**src/rtl/fseq_pkg.sv**
```systemverilog
package fseq_pkg;

  typedef enum logic [2:0] {
    ST_IDLE,
    ST_WAIT_READY,
    ST_STREAMING,
    ST_WAIT_FINISH,
    ST_RELAY
  } seq_state_e;

  // Effective stream length: a zero count still yields one pixel slot.
  function automatic int unsigned eff_len(input int unsigned pix);
    return (pix == 0) ? 1 : pix;
  endfunction

  // Wrapping frame count increment.
  function automatic int unsigned next_count(input int unsigned cnt, input int unsigned width);
    return (cnt + 1) & ((1 << width) - 1);
  endfunction

endpackage

```
**src/rtl/fseq_stream_ctr.sv**
```systemverilog
module fseq_stream_ctr #(
  parameter int PIX_W = 12
) (
  input  logic             clk,
  input  logic             rst,
  input  logic             load,
  input  logic [PIX_W-1:0] pix_count,
  output logic             active,
  output logic             last
);
  import fseq_pkg::*;

  logic [PIX_W-1:0] len_q;
  logic [PIX_W-1:0] idx_q;

  assign last = active && (idx_q == len_q - PIX_W'(1));

  always_ff @(posedge clk) begin
    if (rst) begin
      active <= 1'b0;
      len_q  <= '0;
      idx_q  <= '0;
    end else if (load) begin
      active <= 1'b1;
      len_q  <= PIX_W'(eff_len(32'(pix_count)));
      idx_q  <= '0;
    end else if (active) begin
      if (last) active <= 1'b0;
      else      idx_q  <= idx_q + PIX_W'(1);
    end
  end

  AST_IDX_IN_RANGE: assert property (@(posedge clk) disable iff (rst)
    active |-> (idx_q < len_q));

  AST_LOAD_STARTS_AT_ZERO: assert property (@(posedge clk) disable iff (rst)
    load |=> (active && idx_q == '0));

endmodule

```
**src/rtl/fseq_stage.sv**
```systemverilog
module fseq_stage #(
  parameter int PIX_W = 12,
  parameter int CNT_W = 8
) (
  input  logic             clk,
  input  logic             rst,
  input  logic             is_master,
  input  logic             all_ready,
  input  logic             start_in,
  input  logic             finish_in,
  input  logic [PIX_W-1:0] pix_count,
  output logic             sof_o,
  output logic             eof_o,
  output logic             stream_en,
  output logic [CNT_W-1:0] frame_cnt,
  output logic             overrun
);
  import fseq_pkg::*;

  seq_state_e state_q;
  seq_state_e state_d;

  // Named internal events for the assertions.
  logic take_start;
  logic late_start;
  logic fin_seen_q;
  logic fin_hit;
  logic strm_active;
  logic strm_last;

  assign take_start = (state_q == ST_WAIT_READY) && (is_master ? all_ready : start_in);
  assign late_start = start_in && (state_q == ST_STREAMING);
  assign fin_hit    = finish_in || fin_seen_q;
  assign stream_en  = (state_q == ST_STREAMING);
  assign eof_o      = (state_q == ST_RELAY);

  fseq_stream_ctr #(.PIX_W(PIX_W)) u_ctr (
    .clk       (clk),
    .rst       (rst),
    .load      (take_start),
    .pix_count (pix_count),
    .active    (strm_active),
    .last      (strm_last)
  );

  always_comb begin
    state_d = state_q;
    unique case (state_q)
      ST_IDLE:        state_d = ST_WAIT_READY;
      ST_WAIT_READY:  if (take_start) state_d = ST_STREAMING;
      ST_STREAMING:   if (strm_last)  state_d = ST_WAIT_FINISH;
      ST_WAIT_FINISH: if (fin_hit)    state_d = ST_RELAY;
      ST_RELAY:       state_d = ST_WAIT_READY;
      default:        state_d = ST_IDLE;
    endcase
  end

  always_ff @(posedge clk) begin
    if (rst) begin
      state_q    <= ST_IDLE;
      sof_o      <= 1'b0;
      fin_seen_q <= 1'b0;
      frame_cnt  <= '0;
      overrun    <= 1'b0;
    end else begin
      state_q <= state_d;
      sof_o   <= take_start;
      if (take_start || (state_q == ST_WAIT_FINISH && fin_hit))
        fin_seen_q <= 1'b0;
      else if (finish_in)
        fin_seen_q <= 1'b1;
      if (take_start)
        frame_cnt <= CNT_W'(next_count(32'(frame_cnt), CNT_W));
      if (late_start)
        overrun <= 1'b1;
    end
  end

  AST_SOF_ONE_CYCLE: assert property (@(posedge clk) disable iff (rst)
    sof_o |=> !sof_o);

  AST_STREAM_OPENS_WITH_SOF: assert property (@(posedge clk) disable iff (rst)
    $rose(stream_en) |-> sof_o);

  AST_STATE_MATCHES_CTR: assert property (@(posedge clk) disable iff (rst)
    stream_en == strm_active);

  AST_MASTER_NEEDS_READY: assert property (@(posedge clk) disable iff (rst)
    (sof_o && is_master) |-> $past(all_ready));

  AST_FORWARD_NEXT_CYCLE: assert property (@(posedge clk) disable iff (rst)
    (!is_master && start_in && state_q == ST_WAIT_READY) |=> sof_o);

  AST_EOF_NEEDS_FINISH: assert property (@(posedge clk) disable iff (rst)
    eof_o |-> $past(fin_hit));

  AST_EOF_ONE_CYCLE: assert property (@(posedge clk) disable iff (rst)
    eof_o |=> !eof_o);

  AST_COUNT_STEP: assert property (@(posedge clk) disable iff (rst)
    sof_o |-> (frame_cnt == CNT_W'($past(frame_cnt) + 1'b1)));

  AST_LATE_START_FLAGGED: assert property (@(posedge clk) disable iff (rst)
    (start_in && stream_en) |=> (overrun && frame_cnt == $past(frame_cnt)));

  AST_OVERRUN_STICKY: assert property (@(posedge clk) disable iff (rst)
    overrun |=> overrun);

endmodule

```
**src/rtl/frame_seq_chain.sv**
```systemverilog
module frame_seq_chain #(
  parameter int NUM_STAGES = 3,
  parameter int PIX_W      = 12,
  parameter int CNT_W      = 8
) (
  input  logic                        clk,
  input  logic                        rst,
  input  logic [NUM_STAGES-1:0]       master_en,
  input  logic [NUM_STAGES-1:0]       pipe_ready,
  input  logic                        out_done,
  input  logic [PIX_W-1:0]            pix_count,
  output logic [NUM_STAGES-1:0]       stream_en,
  output logic [NUM_STAGES-1:0]       sof,
  output logic [NUM_STAGES-1:0]       eof,
  output logic [NUM_STAGES*CNT_W-1:0] frame_cnt,
  output logic [NUM_STAGES-1:0]       overrun
);

  localparam int LAST = NUM_STAGES - 1;

  logic all_ready;
  logic [NUM_STAGES-1:0] start_link;
  logic [NUM_STAGES-1:0] finish_link;

  assign all_ready = &pipe_ready;

  genvar gi;
  generate
    for (gi = 0; gi < NUM_STAGES; gi++) begin : g_stage
      if (gi == 0) begin : g_head
        assign start_link[gi] = 1'b0;
      end else begin : g_body
        assign start_link[gi] = sof[gi-1];
      end
      if (gi == LAST) begin : g_tail
        assign finish_link[gi] = out_done;
      end else begin : g_inner
        assign finish_link[gi] = eof[gi+1];
      end

      fseq_stage #(.PIX_W(PIX_W), .CNT_W(CNT_W)) u_stage (
        .clk       (clk),
        .rst       (rst),
        .is_master (master_en[gi]),
        .all_ready (all_ready),
        .start_in  (start_link[gi]),
        .finish_in (finish_link[gi]),
        .pix_count (pix_count),
        .sof_o     (sof[gi]),
        .eof_o     (eof[gi]),
        .stream_en (stream_en[gi]),
        .frame_cnt (frame_cnt[gi*CNT_W +: CNT_W]),
        .overrun   (overrun[gi])
      );
    end
  endgenerate

  AST_NO_EOF_WHILE_STREAMING: assert property (@(posedge clk) disable iff (rst)
    ((eof & stream_en) == '0));

endmodule

```
**config.mk**
```make
export PLATFORM = sky130hd
export DESIGN_NAME = frame_seq_chain
export DESIGN_NICKNAME = d
export VERILOG_FILES = /design/src/rtl/fseq_pkg.sv /design/src/rtl/fseq_stream_ctr.sv /design/src/rtl/fseq_stage.sv /design/src/rtl/frame_seq_chain.sv
export SDC_FILE = /design/constraint.sdc
export NUM_CORES = 1
export LEC_CHECK = 0
export BUFFER_PORTS_ARGS = -buffer_cell sky130_fd_sc_hd__buf_2
export CAP_MARGIN = 20
export CORE_ASPECT_RATIO = 1.1
export CORE_UTILIZATION = 55
export DETAILED_ROUTE_END_ITERATION = 8
export HOLD_SLACK_MARGIN = 0.03
export PLACE_DENSITY_LB_ADDON = 0.12
export RECOVER_POWER = 50
export SLEW_MARGIN = 5
export SYNTH_ARGS = -nofsm -noshare
export SYNTH_HDL_FRONTEND = slang
export SYNTH_SLANG_ARGS = --single-unit
```
**constraint.sdc**
```tcl
create_clock -name clk -period 2.9 [get_ports clk]
set_input_delay 0.435 -clock clk [delete_from_list [all_inputs] [get_ports clk]]
set_output_delay 0.435 -clock clk [all_outputs]
set_load 0.1 [all_outputs]
```
==> metrics <==
status=completed; Boundary Pins=57; crit end category=flop; antenna violations before repair=0; CTS buffer count=17; Fillers=995; final WL=around 15 mm; die width=about 100 um; Critical path buffers and inverters=1; relative slew slack=17.5%; DR vias=~5.5k; WL per Instance=15.4 um; row count=40; Setup CP Type=reg -> reg; clock skew=between 0.008 and 0.009 ns; buffer depth of the longest clock path=2; height of the die=approximately 110 um; total track usage=between 20% and 30%; port bufs=55; CP max stage delay=around 0.53 ns; minimum clock period=between 2 and 3 ns; largest net degree at the start of global routing=62; Max Slew Vio Count=0; Synth Area in XOR/XNOR=between 8 and 9%; Slew @ Worst Pin=~1.2 ns; max_cap viols=0; worst ir drop on vdd=0.441 mV; core region area=0.0109 mm^2; cell family with most CP delay=simple AND/OR/NAND/NOR gates; Hold WC Path Type=in -> reg; power density over the cells=around 590 mW/mm^2; via-per-instance ratio=~5.8; Post-Place Cells=around 920; reg2reg setup slack=0.10 ns; crit path cell chain=inv_1 > ha_1 > or3b_2 > o21ai_0 > a21oi_1 > a2111oi_1 > nand4_1 > nand2_1 > mux2i_1; post-synthesis compound-gate area fraction=between 10% and 20%; slowest stage cell, crit path=a2111oi_1; Cell Area, Synth=roughly 0.0062 mm^2; Cells after Synth=between 700 and 800; initial DRC count=between 200 and 300; period utilisation layout=a little under 100%; ANT nets after route=0; post-synthesis mux area share=3.10%; worst setup margin=0.104 ns; flops & latches, synth=roughly 120; Synth Flop Type=dfxtp_1; Async SR Flop Fraction=0%; grt ovf=0; H-tree depth=4; clock sink total=around 120; Post-DP Area=0.00649 mm^2; CP arrival=between 3 and 4 ns; Finished Cell Area=0.00710 mm^2; Reg clk slew, reported paths=~0.060 ns; Final setup viols=0; hpwl dp=~10 mm; Worst-Skew Late Latency=approximately 0.42 ns; Setup WS pre-CTS=slightly above 0.09 ns; Area contributors post-synth=dfxtp_1, a21oi_1, nand2_1, xor2_1, nor2_1; ant diodes=0; sequential cell area=about 0.0023 mm^2; Avg Cell Area, Syn=between 8 and 9 um^2; clk root buf=clkbuf_16; Synth-to-Final Area Change=15.1%; multi-input logic area=~0.0035 mm^2; Final #Nets=roughly 800; Crit Path Max Fanout=5; CTS tree=done; DR pass1 iterations=4; RePlAce Congestion=between 0.8 and 0.9; top-area cell type share of the netlist area=roughly 38%; layout cell share with drive strength beyond 1=a little over a tenth; fmax=0.358 GHz; Worst Path Required=3.24 ns; Initial Util=about 57%; sequential fraction of the synthesis area=a little under two fifths; post-synth net total=between 700 and 800; Synth warnings=0; count of cell types in the netlist=70; largest family of logic cells by synthesized area=simple AND/OR/NAND/NOR gates; adder-cell share of the synthesized area=around 1.8%; Final Hold Vio Count=0; total power=around 4.2 mW; Critical Path Source Type=flop; Finished Layout Cells=954; EDFF count, synth=0; first-pass GRT wire length=around 25 mm; # DRC=0; vias in the first global route=approximately 5.3k; Leak Pwr=about 2.6 nW; post-synthesis simple-gate area fraction=approximately 28%; largest area contributor in the netlist=dfxtp_1; die area=0.0116 mm^2
routing by layer:
layer	global-route usage (%)	vias to the layer above	wire length [um]	part of all wire, %
met5	0	-	0	0
met4	10.8	0	279	1.9
met3	6.61	26	675	4.6
met2	45.6	116	7410	50
met1	32.1	2611	6330	43
li1	-	2767	-	-
worst min-delay path, cell delays in order:
cell	delay, ns
buf_2	0.13
nand2_1	0.06
a21oi_1	0.05
final timing paths:
kind | startpoint | end | cells after the start
max | g_stage[0].u_stage.u_ctr.len_q[0] | g_stage[0].u_stage.u_ctr.idx_q[0] | 9
max reg2reg | g_stage[0].u_stage.u_ctr.len_q[0] | g_stage[0].u_stage.u_ctr.idx_q[0] | 9
min reg2reg | g_stage[1].u_stage.overrun | g_stage[1].u_stage.overrun | 2
min | pix_count[2] | g_stage[1].u_stage.u_ctr.len_q[2] | 3
repair_timing:
item                       CTS  global route
hold buffers                 0             0
setup endpoints to repair    0            16
resized for setup            0             4
setup buffers                0             0
power by group:
part           total (mW)  switching (mW)  internal [mW]
Sequential           1.63          0.0234           1.61
Clock                2.34           0.779           1.56
Combinational       0.244           0.154         0.0899
final cells by class:
cell class                      instances  area share, %
Clock buffer                           18           6.19
Clock inverter                         14           3.17
Inverter                               19           1.00
Multi-Input combinational cell        573           49.6
Sequential cell                       116           32.7
Tap cell                              147           2.59
Timing Repair Buffer                   67           4.79
kinds of logic after synthesis:
group	Yosys count
other	1
adders and majority gates	9
DFF	116
muxes	19
and+or+nand+nor	333
AOI/OAI and AO/OA	152
buffers and inverters	71
xor gates and xnor gates	59
cell usage after synthesis, drive strengths merged (6+ instances only):
cell    instances
dfxtp         116
nor3b           7
a211oi          9
nand2          87
nor3           18
xor2           33
ha              9
or4            12
and2            7
nor4           14
and3           11
xnor2          25
nand4          24
nand2b          9
nand3          25
nor2b           6
mux2i          18
buf            23
clkbuf         29
nor2           70
a21oi          67
or3            24
inv            19
o21ai          36
stage by stage:
step / hold WS [ns] / util (%) / TNS, ns
after detailed placement: 0.453 / 59.5 / 0
final: 0.305 / 65.1 / 0
after floorplan: 0.438 / - / 0
after global routing: 0.306 / 65.1 / -0.527
after global placement: 0.446 / 59.5 / 0
after CTS: 0.295 / 65.6 / 0
cells in the final DEF (no fill, tap or decap), types with 7 or more instances in the layout:
master / count
a211oi_1: 9
a21oi_1: 66
and2_1: 7
and3_1: 11
buf_2: 25
clkbuf_1: 32
clkbuf_16: 17
dfxtp_1: 116
ha_1: 9
inv_1: 19
mux2i_1: 18
nand2_1: 87
nand2b_1: 9
nand3_1: 25
nand4_1: 24
nor2_1: 69
nor3_1: 18
nor4_1: 13
o21ai_0: 22
o21ai_1: 14
or3_1: 23
or4_1: 10
xnor2_1: 25
xor2_1: 33
state kept, by name, indices dropped and copies added (netlist names):
register / count
g_stage.u_stage.fin_seen_q: 3
g_stage.u_stage.frame_cnt: 24
g_stage.u_stage.overrun: 2
g_stage.u_stage.sof_o: 3
g_stage.u_stage.state_q: 9
g_stage.u_stage.u_ctr.active: 3
g_stage.u_stage.u_ctr.idx_q: 36
g_stage.u_stage.u_ctr.len_q: 36
No activity file was read; power rests on OpenSTA's default activity.
